### config.mk
export PLATFORM = sky130hd
export DESIGN_NAME = bitserial_seq
export DESIGN_NICKNAME = d
export VERILOG_FILES = /design/src/rtl/bitserial_seq.sv
export SDC_FILE = /design/constraint.sdc
export NUM_CORES = 1
export LEC_CHECK = 0
export BUFFER_PORTS_ARGS = -buffer_cell sky130_fd_sc_hd__buf_2
export CAP_MARGIN = 30
export CORE_UTILIZATION = 45
export DETAILED_ROUTE_END_ITERATION = 16
export GPL_ROUTABILITY_DRIVEN = 0
export PLACE_DENSITY = 0.74
export SETUP_SLACK_MARGIN = 0.15
export SKIP_LAST_GASP = 1
export SYNTH_ARGS = -nofsm -noshare
export SYNTH_HDL_FRONTEND = slang
export SYNTH_SLANG_ARGS = --single-unit
### constraint.sdc
create_clock -name clk -period 3.61 [get_ports clk]
set_input_delay 1.083 -clock clk [delete_from_list [all_inputs] [get_ports clk]]
set_output_delay 1.083 -clock clk [all_outputs]
set_load 0.05 [all_outputs]
### src/rtl/bitserial_seq.sv
module bitserial_seq #(
  parameter int MAX_W = 32
) (
  input  logic                       clk,
  input  logic                       rst_n,
  input  logic                       cmd_valid,
  output logic                       cmd_ready,
  input  logic [1:0]                 cmd_op,
  input  logic [$clog2(MAX_W+1)-1:0] cmd_width,
  input  logic [7:0]                 cmd_base_a,
  input  logic [7:0]                 cmd_base_b,
  input  logic [7:0]                 cmd_base_d,
  input  logic [7:0]                 cmd_base_s,
  input  logic [MAX_W-1:0]           cmd_pattern,
  output logic                       ui_valid,
  input  logic                       ui_ready,
  output logic [31:0]                ui_word,
  output logic                       seq_done,
  output logic                       seq_err
);
  localparam int NW = $clog2(MAX_W+1);
  localparam int CW = $clog2(2*MAX_W+1);

  localparam logic [1:0] C_ADD = 2'd0, C_SUB = 2'd1, C_MUL = 2'd2, C_SRCH = 2'd3;
  localparam logic [3:0] U_ADD = 4'h0, U_COPY = 4'h1, U_NOT = 4'h2, U_RSTC = 4'h3,
                         U_SETC = 4'h4, U_STC = 4'h5, U_LDT = 4'h6, U_EQ = 4'h7, U_SETT = 4'h8;
  localparam logic [3:0] E_NONE = 4'b0000, E_PRED = 4'b0001, E_TAND = 4'b0010;

  typedef enum logic [3:0] {S_IDLE, S_INIT, S_INV, S_SETC, S_ZERO, S_LDT, S_PRC, S_BODY, S_STC} ph_t;

  ph_t              ph;
  logic [1:0]       op_q;
  logic [CW-1:0]    n_q, i_q, j_q;
  logic [7:0]       a_q, b_q, d_q, s_q;
  logic [MAX_W-1:0] pat_q, pat_sh;
  logic             done_q, err_q;

  assign cmd_ready = (ph == S_IDLE);
  assign ui_valid  = (ph != S_IDLE);
  assign seq_done  = done_q;
  assign seq_err   = err_q;

  wire fire   = ui_valid && ui_ready;
  wire i_last = (i_q == n_q - CW'(1));
  wire j_last = (j_q == n_q - CW'(1));
  wire z_last = (i_q == CW'(2*n_q - CW'(1)));

  logic [9:0] end_a, end_b, end_d, end_dm, end_s;
  logic       bad;
  always_comb begin
    end_a  = 10'(cmd_base_a) + 10'(cmd_width) - 10'd1;
    end_b  = 10'(cmd_base_b) + 10'(cmd_width) - 10'd1;
    end_d  = 10'(cmd_base_d) + 10'(cmd_width) - 10'd1;
    end_dm = 10'(cmd_base_d) + 10'(cmd_width) + 10'(cmd_width) - 10'd1;
    end_s  = 10'(cmd_base_s) + 10'(cmd_width) - 10'd1;
    bad = (cmd_width == '0) || (cmd_width > NW'(MAX_W)) || (end_a > 10'd255);
    case (cmd_op)
      C_ADD:   bad = bad || end_b > 10'd255 || end_d > 10'd255;
      C_SUB:   bad = bad || end_b > 10'd255 || end_d > 10'd255 || end_s > 10'd255;
      C_MUL:   bad = bad || end_b > 10'd255 || end_dm > 10'd255;
      default: ;
    endcase
  end

  function automatic logic [31:0] mk(input logic [3:0] en, input logic [3:0] op,
                                     input logic [7:0] ra, input logic [7:0] rb,
                                     input logic [7:0] rd);
    return {en, op, ra, rb, rd};
  endfunction

  wire [7:0] i8  = 8'(i_q);
  wire [7:0] j8  = 8'(j_q);
  wire [7:0] n8  = 8'(n_q);
  wire [7:0] dji = d_q + j8 + i8;
  assign pat_sh = pat_q >> i_q;

  always_comb begin
    ui_word = '0;
    case (ph)
      S_INIT: ui_word = (op_q == C_SRCH) ? mk(E_NONE, U_SETT, 8'd0, 8'd0, 8'd0)
                                         : mk(E_NONE, U_RSTC, 8'd0, 8'd0, 8'd0);
      S_INV:  ui_word = mk(E_NONE, U_NOT, b_q + i8, 8'd0, s_q + i8);
      S_SETC: ui_word = mk(E_NONE, U_SETC, 8'd0, 8'd0, 8'd0);
      S_ZERO: ui_word = mk(E_NONE, U_STC, 8'd0, 8'd0, d_q + i8);
      S_LDT:  ui_word = mk(E_NONE, U_LDT, b_q + j8, 8'd0, 8'd0);
      S_PRC:  ui_word = mk(E_NONE, U_RSTC, 8'd0, 8'd0, 8'd0);
      S_STC:  ui_word = mk(E_PRED, U_STC, 8'd0, 8'd0, d_q + j8 + n8);
      S_BODY: begin
        case (op_q)
          C_ADD:  ui_word = mk(E_NONE, U_ADD, a_q + i8, b_q + i8, d_q + i8);
          C_SUB:  ui_word = mk(E_NONE, U_ADD, a_q + i8, s_q + i8, d_q + i8);
          C_MUL:  ui_word = (j_q == '0) ? mk(E_PRED, U_COPY, a_q + i8, 8'd0, d_q + i8)
                                        : mk(E_PRED, U_ADD, a_q + i8, dji, dji);
          default: ui_word = mk(E_TAND, U_EQ, a_q + i8, {7'd0, pat_sh[0]}, 8'd0);
        endcase
      end
      default: ui_word = '0;
    endcase
  end

  always_ff @(posedge clk or negedge rst_n) begin
    if (!rst_n) begin
      ph <= S_IDLE; op_q <= '0; n_q <= '0; i_q <= '0; j_q <= '0;
      a_q <= '0; b_q <= '0; d_q <= '0; s_q <= '0; pat_q <= '0;
      done_q <= 1'b0; err_q <= 1'b0;
    end else begin
      done_q <= 1'b0;
      err_q  <= 1'b0;
      if (ph == S_IDLE) begin
        if (cmd_valid) begin
          if (bad) err_q <= 1'b1;
          else begin
            op_q <= cmd_op; n_q <= CW'(cmd_width);
            a_q <= cmd_base_a; b_q <= cmd_base_b; d_q <= cmd_base_d; s_q <= cmd_base_s;
            pat_q <= cmd_pattern; i_q <= '0; j_q <= '0;
            ph <= (cmd_op == C_SUB) ? S_INV : S_INIT;
          end
        end
      end else if (fire) begin
        case (ph)
          S_INIT: begin i_q <= '0; ph <= (op_q == C_MUL) ? S_ZERO : S_BODY; end
          S_INV:  if (i_last) begin i_q <= '0; ph <= S_SETC; end else i_q <= i_q + CW'(1);
          S_SETC: ph <= S_BODY;
          S_ZERO: if (z_last) begin i_q <= '0; ph <= S_LDT; end else i_q <= i_q + CW'(1);
          S_LDT:  ph <= (j_q == '0) ? S_BODY : S_PRC;
          S_PRC:  ph <= S_BODY;
          S_BODY: begin
            if (!i_last) i_q <= i_q + CW'(1);
            else begin
              i_q <= '0;
              if (op_q != C_MUL) begin ph <= S_IDLE; done_q <= 1'b1; end
              else if (j_q != '0) ph <= S_STC;
              else if (j_last) begin ph <= S_IDLE; done_q <= 1'b1; end
              else begin j_q <= j_q + CW'(1); ph <= S_LDT; end
            end
          end
          S_STC:  if (j_last) begin ph <= S_IDLE; done_q <= 1'b1; end
                  else begin j_q <= j_q + CW'(1); ph <= S_LDT; end
          default: ph <= S_IDLE;
        endcase
      end
    end
  end
endmodule

==> results of run 1 <==
==> synthesized netlist by cell type, drive strengths merged (7+ instances only) <==
library cell,number
ha,122
inv,118
dfrtp,92
a21oi,73
mux2,63
o21ai,52
nor2,50
nand2,44
xnor2,42
clkbuf,27
xor2,25
o21bai,22
nand3,19
a211oi,16
a21o,16
fa,13
buf,12
a22oi,10
mux4,10
nor3,10
mux2i,9
o31ai,9
or2,9
and2,8
nor2b,7
o21a,7
or3,7
==> registers in the layout, indices dropped and copies added (netlist names) <==
| name | flops |
|---|---|
| op_q | 2 |
| n_q | 6 |
| pat_q | 32 |
| a_q | 8 |
| i_q | 7 |
| d_q | 8 |
| seq_err | 1 |
| j_q | 7 |
| b_q | 8 |
| seq_done | 1 |
| ph | 4 |
| s_q | 8 |
==> worst max path at each step <==
stage,slack [ps],to,start,cells past startpoint
after floorplan,-1380,b_q[0],cmd_width[1],18
after global placement,-1540,s_q[2],cmd_width[1],18
after detailed placement,-1650,s_q[1],cmd_width[1],18
after CTS,-1270,s_q[1],cmd_width[1],18
after global routing,-1470,j_q[6],cmd_width[0],19
final,-1330,b_q[2],cmd_width[1],19
==> area by class of cell <==
class / instances / area, um2 / area share, %
well taps: 270 / 338 / 2.45
repair buffers: 357 / 2890 / 20.9
clock inverters: 7 / 91.3 / 0.661
clock buffers: 9 / 225 / 1.63
inverters: 118 / 443 / 3.21
flip-flops and latches: 92 / 2310 / 16.7
multi-input cells: 747 / 7520 / 54.4
==> what timing repair did <==
action	4_1_cts	5_1_grt
endpoints found under the setup margin	113	116
setup buffers	27	23
hold buffers	0	0
pin swaps	40	73
resized for setup	99	124
gates cloned	2	5
==> metal layers <==
metal  vias to the layer above  GRT usage, %
met3                       124          4.34
li1                       4224             -
met5                         -             0
met2                       449          45.2
met1                      4509          36.8
met4                         0          10.5
==> per-stage QoR <==
step | hold WS (ps) | setup slack, ps | util [%]
2_1_floorplan | 468 | -1380 | -
3_3_place_gp | 493 | -1540 | 59.3
3_5_place_dp | 495 | -1650 | 59.3
4_1_cts | 520 | -1270 | 64.4
5_1_grt | 526 | -1470 | 68.5
6_report | 522 | -1330 | 68.5
==> power by group <==
| part | switching [mW] | total, mW | internal, mW |
|---|---|---|---|
| sequential | 0.437 | 1.83 | 1.40 |
| combinational | 3.36 | 6.35 | 2.99 |
| clock | 0.482 | 0.979 | 0.497 |
==> kinds of logic after synthesis <==
logic type,count (synthesis),share of synthesized area [%]
fa+ha+maj,135,19.4
buf+inv,157,6.72
other cells,1,0.0406
simple gates,195,10.8
xor+xnor,70,7.09
mux,82,11.9
compound gates,263,19.2
flops,92,24.9
==> layout by cell type (no fill, tap or decap), types with 20 or more instances in the layout <==
cell type / n
sky130_fd_sc_hd__o21bai_1: 20
sky130_fd_sc_hd__a21oi_1: 46
sky130_fd_sc_hd__xnor2_1: 30
sky130_fd_sc_hd__buf_6: 45
sky130_fd_sc_hd__buf_2: 82
sky130_fd_sc_hd__inv_1: 111
sky130_fd_sc_hd__nor2_1: 39
sky130_fd_sc_hd__o21ai_0: 23
sky130_fd_sc_hd__nand2_1: 43
sky130_fd_sc_hd__mux2_4: 62
sky130_fd_sc_hd__a21oi_2: 21
sky130_fd_sc_hd__buf_4: 211
sky130_fd_sc_hd__ha_1: 102
sky130_fd_sc_hd__dfrtp_1: 86
==> impl_summary.txt, run 1 <==
----------------------------------------------------
[Route]
  Post-detailed-route wirelength per cell ... 20.4 um
  Wire length after detailed routing ... around 33 mm
  DRT iter0 DRCs ... approximately 660
  Met2 routed WL ... 15.5 mm
  Detailed-route wire length on metal 1 ... approximately 13 mm
  Residual DRC count ... 0
  Via count ... 9306
  Drt first pass iters ... 7
  Detail Route Antenna Nets ... 0
  Met3 wire length ... between 2 and 2.5 mm
  Vias/cell ... 5.82
  Max layer used ... met4

[GRT]
  Overflow after GRT ... 0
  Global-route wire length before repair ... 46.0 mm
  Via count of the first global-routing pass ... between 8000 and 9000
  Largest net degree at the start of global routing ... 76
  Total track usage ... 27.7%
  Antenna violations before repair ... 0

[Placement]
  Half-perimeter wire length of the detailed placement result ... 22.3 mm
  Placed cell count ... 1527
  I/O Buffers ... between 100 and 150
  Total cell area at the placement stage ... 12000 um2

[Run]
  Maxcap violations ... 0

[Critical path]
  Longest individual stage delay on the worst path ... 500 ps
  Reg2Reg Capture Point ... j_q[6]
  Critical path cell sequence ... buf_8, ha_4, a211o_1, a211oi_2, nor2_1, o21a_1, xor2_2, inv_2, ha_4, or4b_4, a21oi_2, or3_1, or4_4, a2111oi_4, buf_4, a21oi_4, or2_4, clkbuf_16, mux2_4
  Reg-to-reg startpoint ... j_q[0]
  CP bufs+invs ... 4
  Kind of cell adding the most delay to the critical path ... simple AND/OR/NAND/NOR gates
  Nature of the critical path endpoint ... flop
  Arrival time of the worst setup path ... around 5200 ps
  Worst setup path class ... in -> reg
  Cell mode on critical path ... sky130_fd_sc_hd__ha_4
  Startpoint class of the critical path ... input port
  Largest fanout of any net on the critical path ... 8
  Data required time of the critical path ... 3850 ps
  Flop2flop setup slack ... -410 ps
  Worst reg-to-reg path cell count ... 16
  Max stage delay cell, worst path ... sky130_fd_sc_hd__or4_4

[Clock network]
  Clk_lat worst skew ... 360 ps
  CTS tree ... built
  Root buffer selected by CTS ... sky130_fd_sc_hd__clkbuf_16
  Number of buffers inserted during clock tree synthesis ... 9
  Longest Clk Path Bufs ... 2
  Sinks on the clock net ... 92
  Worst-path clk slew ... 70 ps
  H-tree depth reported by CTS ... 3

[Pwr]
  Static Leak ... roughly 6.8 nW
  Pwr dens ... between 600 and 700 nW/um2
  Peak supply drop ... 0.322 mV
  Total power ... about 9 mW

[Yosys]
  Count of flip-flops with a built-in enable after synthesis ... 0
  Fraction of synthesized cell area taken by the top area cell type ... 24.9%
  Number of warnings printed during yosys synthesis ... 0
  Part of the Yosys area used for sequential elements ... 24.9%
  Synth top area cells ... sky130_fd_sc_hd__dfrtp_1 (25%), sky130_fd_sc_hd__ha_1 (17%), sky130_fd_sc_hd__mux2_1 (5.2%)
  Share of async-settable or async-resettable flops after synthesis ... 100%
  Mean cell area of the mapped netlist ... 9.28 um2
  Top FF cell, synth ... sky130_fd_sc_hd__dfrtp_1
  Synthesized area ... 9230 um2
  Cell count after synthesis ... between 900 and 1000
  Number of distinct library cell variants in the gate-level netlist after synthesis ... 79
  Register bit total from synthesis ... 92
  Library cell with the largest summed area after synthesis ... sky130_fd_sc_hd__dfrtp_1

[Timing]
  Total negative slack for setup checks ... -122200 ps
  Final count of pins violating max slew ... 0
  Achievable frequency ... 0.202 GHz
  Final worst slack ... -1330 ps
  Worst clock skew on the final layout ... approximately 9.7 ps
  Time the worst path needs with I/O delays and setup ... 4940 ps
  Slew of the pin with the lowest slew margin ... approximately 810 ps
  Max-Slew Margin vs Limit ... ~46%
  Final Cycle Share ... 137%
  Unrepaired setup endpoints after global routing ... yes
  Setup-failing EPs final ... around 110
  Final count of hold timing violations ... 0

[Floorplan]
  FP Rows ... 52
  Area of the die ... 21100 um2
  Placeable Area ... 20200 um2
  Horizontal die dimension ... 145 um
  Count of boundary I/O pins ... 112
  Die height ... 145 um
  Starting density of the core ... 45.8%

[Layout]
  Ant diodes ... 0
  Post-layout instance area ... 13800 um2
  Share of final-layout standard cells stronger than drive strength 1 ... a little under half
  Fin cells ... 1600
  Area Growth Syn to Fin ... 49.6%
  Final Net Count ... 1536
  Fill cells ... 1357

[Worst hold path]
  Worst min-delay path category ... reg -> reg
  Min-delay src ... pat_q[4]
  WHS Endpoint ... pat_q[4]
  Worst hold path stage count ... 1

[Outcome]
  Failing checks ... negative setup slack
  Outcome ... finished, violations left

----------------------------------------------------
Note: power is estimated with default switching activity, not from simulation.
==> run 2: changes to the inputs <==
PLACE_DENSITY = 0.71   (was 0.74)
clock period = 4.98 ns   (was 3.61 ns; I/O delays follow)
==> run 2 against run 1 <==
Critical path type unchanged; sequential share of layout area increased by 3.2 points; the flow finishes with violations (design-rule violations, negative setup slack); clock-buffer cell count did not move; global-route usage fell by 2.2 points; highest routed layer unchanged.
==> impl_summary.txt, run 2 (same netlist as run 1, synthesis figures left out) <==
----------------------------------------------------
[Pwr]
  Total power ... 5.45 mW (-40%)
  Peak supply drop ... 0.178 mV (-45%)
  Pwr dens ... 471 nW/um2 (-29%)
  Static Leak ... 5.81 nW (-14%)

[Timing]
  Final count of hold timing violations ... 0 (unchanged)
  Final worst slack ... -232 ps (+1100 ps)
  Achievable frequency ... approximately 0.19 GHz
  Max-Slew Margin vs Limit ... 35.6% (-11 points)
  Final count of pins violating max slew ... 0 (unchanged)
  Worst clock skew on the final layout ... 10.7 ps (+1.05 ps)
  Unrepaired setup endpoints after global routing ... yes
  Slew of the pin with the lowest slew margin ... 966 ps (+158 ps)
  Time the worst path needs with I/O delays and setup ... 5210 ps
  Setup-failing EPs final ... 87 (-22%)
  Final Cycle Share ... 105%
  Total negative slack for setup checks ... -11830 ps (+110370 ps)

[Worst hold path]
  Worst min-delay path category ... reg -> reg

[Floorplan]
  Placeable Area ... 20200 um2 (unchanged)
  FP Rows ... 52 (unchanged)
  Horizontal die dimension ... 145 um (unchanged)
  Die height ... 145 um (unchanged)
  Starting density of the core ... 45.8% (unchanged)
  Count of boundary I/O pins ... 112 (unchanged)
  Area of the die ... 21100 um2 (unchanged)

[GRT]
  Overflow after GRT ... 0 (unchanged)
  Global-route wire length before repair ... 42.2 mm (-8.2%)
  Antenna violations before repair ... 0 (unchanged)
  Via count of the first global-routing pass ... 7990 (-9.5%)
  Total track usage ... 25.5% (-2.2 points)
  Largest net degree at the start of global routing ... 50 (-34%)

[Placement]
  Placed cell count ... 1419 (-7.1%)
  Half-perimeter wire length of the detailed placement result ... 20.9 mm (-6.0%)
  Total cell area at the placement stage ... 10900 um2 (-9.1%)
  I/O Buffers ... 109 (unchanged)

[Route]
  Wire length after detailed routing ... 26.8 mm (-18%)
  Residual DRC count ... 1 (+1)
  Vias/cell ... 5.69 (-2.2%)
  DRT iter0 DRCs ... 566 (-14%)
  Via count ... 8256 (-11%)
  Drt first pass iters ... 11 (+4)
  Post-detailed-route wirelength per cell ... 18.4 um (-9.7%)
  Detail Route Antenna Nets ... 0 (unchanged)

[Outcome]
  Outcome ... finished, violations left
  Failing checks ... design-rule violations, negative setup slack

[Run]
  Maxcap violations ... 0 (unchanged)

[Layout]
  Share of final-layout standard cells stronger than drive strength 1 ... 30.1% (-16 points)
  Largest Register ... pat_q
  Area Growth Syn to Fin ... 25.5%
  Ant diodes ... 0 (unchanged)
  Most common cell after layout, fill and taps aside ... sky130_fd_sc_hd__inv_1
  Final Net Count ... 1388 (-9.6%)
  Post-layout instance area ... 11600 um2 (-16%)
  Fin cells ... 1452 (-9.3%)
  End-of-flow core utilization ... 57.5% (-11 points)
  Most used cells in the layout excluding fill and tap cells ... sky130_fd_sc_hd__inv_1 (116), sky130_fd_sc_hd__ha_1 (113), sky130_fd_sc_hd__buf_2 (101), sky130_fd_sc_hd__buf_4 (94), sky130_fd_sc_hd__dfrtp_1 (90)
  Max reg flops ... 32 (unchanged)

[Clock network]
  CTS hold repair buffers ... 0 (unchanged)
  Clk_lat worst skew ... 360 ps (about the same)
  Number of buffers inserted during clock tree synthesis ... 9 (unchanged)
  Root buffer selected by CTS ... sky130_fd_sc_hd__clkbuf_16
  Worst-path clk slew ... 80 ps (about the same)
  Longest Clk Path Bufs ... 2 (unchanged)
  Sinks on the clock net ... 92 (unchanged)
  H-tree depth reported by CTS ... 3 (unchanged)
  CTS tree ... built

[Critical path]
  Data required time of the critical path ... 5270 ps (+1420 ps)
  Arrival time of the worst setup path ... 5510 ps (+320 ps)
  Nature of the critical path endpoint ... flop
  Startpoint class of the critical path ... input port
  Worst setup path class ... in -> reg
  Largest fanout of any net on the critical path ... 6 (-2)

----------------------------------------------------
==> run 2: layout make-up <==
class / count / area, um2
clock inverters: 7 / 73.8
inverters: 118 / 443
well taps: 270 / 338
fillers: 1762 / 8580
multi-input cells: 747 / 6770
clock buffers: 9 / 225
flip-flops and latches: 92 / 2300
repair buffers: 209 / 1430
==> run 2: path summary, 6_finish.rpt <==
kind | startpoint | endpoint | slack [ps] | depth (start not counted)
max | cmd_width[1] | j_q[6] | -230 | 19
min | s_q[2] | s_q[2] | 510 | 1
max reg2reg | n_q[1] | j_q[3] | 1010 | 10
min reg2reg | s_q[2] | s_q[2] | 510 | 1
max in group asynchronous | rst_n | pat_q[11] | 3000 | 2
min in group asynchronous | rst_n | s_q[4] | 1140 | 1
==> run 2: critical path, cell delays in order <==
cell and delay [ps]:
sky130_fd_sc_hd__buf_6 100, sky130_fd_sc_hd__ha_4 230, sky130_fd_sc_hd__a211o_1 290, sky130_fd_sc_hd__a211oi_2 220, sky130_fd_sc_hd__nor2_1 60, sky130_fd_sc_hd__o21a_1 200
sky130_fd_sc_hd__xor2_2 170, sky130_fd_sc_hd__inv_2 70, sky130_fd_sc_hd__ha_4 170, sky130_fd_sc_hd__or4b_4 200, sky130_fd_sc_hd__a21oi_2 40, sky130_fd_sc_hd__or3_1 360
sky130_fd_sc_hd__or4_4 500, sky130_fd_sc_hd__a2111oi_4 400, sky130_fd_sc_hd__buf_4 180, sky130_fd_sc_hd__a211oi_4 50, sky130_fd_sc_hd__buf_6 150, sky130_fd_sc_hd__or4_1 480
sky130_fd_sc_hd__a21oi_2 140
==> run 2: through the flow <==
stage / hold WS, ps / setup slack [ps]
detailed placement: 493 / -634
finish: 508 / -232
floorplan: 468 / -417
CTS: 509 / -207
global route: 517 / -353
global placement: 486 / -599
==> run 2: timing repair <==
item                       4_1_cts  5_1_grt
setup endpoints to repair       95       97
setup buffers                   10        4
gates cloned                     1        2
pin swaps                       10       13
gates resized for setup         22       35
==> run 2: power breakdown <==
group | internal [mW] | switching [mW]
clock network | 0.356 | 0.336
logic | 1.50 | 1.89
registers | 1.01 | 0.367
total | 2.86 | 2.59
==> run 2: per-layer routing <==
| layer | vias up | global-route usage, % | wire length (um) |
|---|---|---|---|
| li1 | 3930 | - | - |
| met1 | 3971 | 36.1 | 12300 |
| met2 | 316 | 40.1 | 12100 |
| met3 | 39 | 3.02 | 1720 |
| met4 | 0 | 8.42 | 704 |
| met5 | - | 0 | 0 |
==> run 3: changes to the inputs <==
ABC_AREA = 1   (was default)
CTS_CLUSTER_DIAMETER = 150   (was default)
GPL_TIMING_DRIVEN = 0   (was default)
==> run 3 against run 2 <==
The run now ends clean; combinational power grew 14%; core utilization shrank 3.2 points; first-iteration DRC count grew 56%; final cell count grew 28%; largest cell class unchanged; highest routed layer unchanged.
==> impl_summary.txt, run 3 <==
----------------------------------------------------
[Critical path]
  Longest individual stage delay on the worst path ... 460 ps (-40 ps)
  Nature of the critical path endpoint ... output port
  Reg2Reg Capture Point ... pat_q[0]
  Critical path cell sequence ... ha_4, fa_2, buf_4, xor2_4, ha_4, a21oi_2, nand2_2, nand2_1, nand2_1, a21oi_2, xor2_1, nand3b_1, o21ai_1, nand2_1, nand2_2, buf_8
  Cell mode on critical path ... sky130_fd_sc_hd__nand2_1
  Worst setup path class ... reg -> out
  WP depth ... 16 (-3)
  Max stage delay cell, worst path ... sky130_fd_sc_hd__dfrtp_2
  Largest fanout of any net on the critical path ... 4 (-2)
  Flop2flop setup slack ... 2450 ps (+1440 ps)
  Worst setup path start ... j_q[0]
  Arrival time of the worst setup path ... 3310 ps (-2200 ps)
  Kind of cell adding the most delay to the critical path ... adder cells
  Startpoint class of the critical path ... flop
  Reg-to-reg startpoint ... ph[0]
  Endpoint of the most critical setup path ... ui_word[5]
  Worst reg-to-reg path cell count ... 9 (-1)
  Data required time of the critical path ... 3490 ps (-1780 ps)
  CP bufs+invs ... 2 (-2)

[Yosys]
  Mean cell area of the mapped netlist ... 6.86 um2 (-26%)
  Top FF cell, synth ... sky130_fd_sc_hd__dfrtp_1
  Count of flip-flops with a built-in enable after synthesis ... 0 (unchanged)
  Cell count after synthesis ... 1436 (+44%)
  Commonest cells in the netlist ... sky130_fd_sc_hd__nand2_1 (422), sky130_fd_sc_hd__inv_1 (220), sky130_fd_sc_hd__nand3_1 (136), sky130_fd_sc_hd__ha_1 (122), sky130_fd_sc_hd__dfrtp_1 (92)
  Synthesized area ... 9840 um2 (+6.7%)
  Library cell with the largest summed area after synthesis ... sky130_fd_sc_hd__dfrtp_1
  Number of distinct library cell variants in the gate-level netlist after synthesis ... 47 (-41%)
  Share of async-settable or async-resettable flops after synthesis ... 100% (unchanged)
  Register bit total from synthesis ... 92 (unchanged)
  Fraction of synthesized cell area taken by the top area cell type ... 23.4% (-1.6 points)
  Count leader, synth ... sky130_fd_sc_hd__nand2_1
  Number of warnings printed during yosys synthesis ... 0 (unchanged)
  Part of the Yosys area used for sequential elements ... 23.4% (-1.6 points)
  Synth top area cells ... sky130_fd_sc_hd__dfrtp_1 (23%), sky130_fd_sc_hd__nand2_1 (16%), sky130_fd_sc_hd__ha_1 (16%)

[Clock network]
  Worst-path clk slew ... 80 ps (about the same)
  CTS tree ... built
  Number of buffers inserted during clock tree synthesis ... 9 (unchanged)
  Longest Clk Path Bufs ... 2 (unchanged)
  Clk_lat worst skew ... 370 ps (about the same)
  Sinks on the clock net ... 92 (unchanged)
  Root buffer selected by CTS ... sky130_fd_sc_hd__clkbuf_16
  H-tree depth reported by CTS ... 3 (unchanged)

[Timing]
  Final Cycle Share ... 96.4% (-8.3 points)
  Unrepaired setup endpoints after global routing ... yes
  Worst clock skew on the final layout ... 12.3 ps (+1.55 ps)
  Fin Hold WS ... 469 ps (-39.7 ps)
  Final count of pins violating max slew ... 0 (unchanged)
  Slew of the pin with the lowest slew margin ... 695 ps (-271 ps)
  Final worst slack ... 179 ps (+412 ps)
  Final count of hold timing violations ... 0 (unchanged)
  Achievable frequency ... 0.208 GHz (+8.6%)
  Setup-failing EPs final ... 0 (-100%)
  Time the worst path needs with I/O delays and setup ... 4800 ps (-412 ps)
  Max-Slew Margin vs Limit ... 53.5% (+18 points)

[GRT]
  Largest net degree at the start of global routing ... 73 (+46%)
  Total track usage ... 26.6% (+1.2 points)
  Antenna violations before repair ... 0 (unchanged)
  Via count of the first global-routing pass ... 9269 (+16%)
  Overflow after GRT ... 0 (unchanged)
  Global-route wire length before repair ... 46.5 mm (+10%)

[Worst hold path]
  Worst min-delay path category ... reg -> reg

[Layout]
  Most used cells in the layout excluding fill and tap cells ... sky130_fd_sc_hd__nand2_1 (415), sky130_fd_sc_hd__inv_1 (215), sky130_fd_sc_hd__nand3_1 (134), sky130_fd_sc_hd__buf_2 (111), sky130_fd_sc_hd__ha_1 (111)
  Share of final-layout standard cells stronger than drive strength 1 ... 17.6% (-13 points)
  Final Net Count ... 1784 (+29%)
  Most common cell after layout, fill and taps aside ... sky130_fd_sc_hd__nand2_1
  Area Growth Syn to Fin ... 17.0%
  Max reg flops ... 32 (unchanged)
  Ant diodes ... 0 (unchanged)
  End-of-flow core utilization ... 54.3% (-3.2 points)
  Largest Register ... pat_q
  Fill cells ... 2084 (+18%)
  Post-layout instance area ... 11500 um2 (-0.63%)

[Route]
  Via count ... 9807 (+19%)
  Detail Route Antenna Nets ... 0 (unchanged)
  Wire length after detailed routing ... 28.9 mm (+8.0%)
  Vias/cell ... 5.29 (-6.9%)
  DRT iter0 DRCs ... 885 (+56%)
  Post-detailed-route wirelength per cell ... 15.6 um (-15%)
  Drt first pass iters ... 7 (-4)
  Residual DRC count ... 0 (-1)

[Placement]
  Worst setup timing slack at the placement stage ... -172 ps (+462 ps)
  Total cell area at the placement stage ... 10800 um2 (-0.99%)
  Half-perimeter wire length of the detailed placement result ... 22.7 mm (+8.5%)
  I/O Buffers ... 109 (unchanged)

[Floorplan]
  Starting density of the core ... 46.4% (+0.63 points)
  Count of boundary I/O pins ... 112 (unchanged)
  Horizontal die dimension ... 150 um (+3.2%)
  Die height ... 150 um (+3.2%)
  Placeable Area ... 21200 um2 (+5.2%)
  Area of the die ... 22500 um2 (+6.6%)
  FP Rows ... 53 (+1.9%)

[Pwr]
  Static Leak ... 6.34 nW (+9.2%)
  Pwr dens ... 522 nW/um2 (+11%)
  Total power ... 6.01 mW (+10%)
  Peak supply drop ... 0.225 mV (+27%)

[Run]
  Maxcap violations ... 0 (unchanged)

[Outcome]
  Outcome ... finished, final reports clean

----------------------------------------------------
run 3: cell count changes after synthesis, moves of 13 or more:
| cell | delta |
|---|---|
| sky130_fd_sc_hd__a211oi_1 | -13 |
| sky130_fd_sc_hd__a21o_1 | -15 |
| sky130_fd_sc_hd__inv_1 | +102 |
| sky130_fd_sc_hd__mux2_1 | -43 |
| sky130_fd_sc_hd__mux2_4 | -19 |
| sky130_fd_sc_hd__nand2_1 | +378 |
| sky130_fd_sc_hd__nand3_1 | +117 |
| sky130_fd_sc_hd__nand3_2 | +36 |
| sky130_fd_sc_hd__nand4_1 | +13 |
| sky130_fd_sc_hd__nor2_1 | +30 |
| sky130_fd_sc_hd__o21bai_1 | -19 |
| sky130_fd_sc_hd__xnor2_1 | -27 |
run 3: how the worst min path moves through the flow:
stage                          from   endpoint  slack [ps]  depth (start not counted)
final                      pat_q[0]   pat_q[0]         470                          2
after global routing       pat_q[3]   pat_q[3]         500                          2
after CTS                  pat_q[0]   pat_q[0]         470                          2
after detailed placement   pat_q[0]   pat_q[0]         450                          2
after global placement    pat_q[28]  pat_q[28]         450                          2
after floorplan           pat_q[12]  pat_q[12]         440                          2
run 3: power breakdown:
| part | total (mW) | internal, mW | switching [mW] |
|---|---|---|---|
| clock network | 0.728 | 0.364 | 0.365 |
| registers | 1.40 | 1.07 | 0.330 |
| logic | 3.88 | 1.36 | 2.53 |
run 3: layout make-up:
cell class                      count  area, um2  area share [%]
Clock inverter                      7       83.8           0.728
Multi-Input combinational cell   1076       6680            58.0
Clock buffer                        9        225            1.96
Inverter                          228        856            7.43
Tap cell                          275        344            2.99
Timing Repair Buffer              125        729            6.33
Buffer                             41        288            2.50
Sequential cell                    92       2310            20.1
run 3: metrics by stage:
| stage | TNS (ps) | instances |
|---|---|---|
| after global routing | 0 | 1853 |
| after CTS | 0 | 1845 |
| after floorplan | 0 | 1437 |
| after detailed placement | -10740 | 1822 |
| after global placement | -4830 | 1821 |
| final | 0 | 1853 |
run 3: cells by family (layout without fill, tap and decap cells):
logic type / after synthesis / after routing / synth area share (%)
AO/OA/AOI/OAI: 162 / 162 / 9.49
flip-flops: 92 / 92 / 23.4
other: 1 / 2 / 0.0381
AND/OR/NAND/NOR: 736 / 736 / 33.8
adder cells (fa/ha/maj): 135 / 135 / 18.1
XOR/XNOR: 41 / 41 / 3.65
buffers and inverters: 269 / 410 / 11.5
run 3: repair_timing:
| action | in CTS | in global routing |
|---|---|---|
| pin swaps | 13 | 28 |
| cloned | 0 | 0 |
| gates resized for setup | 26 | 65 |
| hold buffers | 0 | 0 |
| setup buffers | 7 | 8 |
| setup endpoints to repair | 8 | 102 |
run 3: routing by layer:
layer  part of all wire [%]  GRT usage (%)  up-vias
met4                    3.7           11.3        0
met2                     44           41.6      325
met5                      0              0        -
met3                    6.7           4.18       62
met1                     46           36.3     4503
li1                       -              -     4917
run 3: worst register-to-register path, cell delays in order, from the launching register on:
cell	delay (ps)
sky130_fd_sc_hd__dfrtp_1	360
sky130_fd_sc_hd__clkbuf_1	210
sky130_fd_sc_hd__nor2_1	180
sky130_fd_sc_hd__inv_1	80
sky130_fd_sc_hd__nor2_2	350
sky130_fd_sc_hd__nand2_1	340
sky130_fd_sc_hd__inv_2	310
sky130_fd_sc_hd__clkbuf_1	400
sky130_fd_sc_hd__nand3_1	150
sky130_fd_sc_hd__nand2_1	80
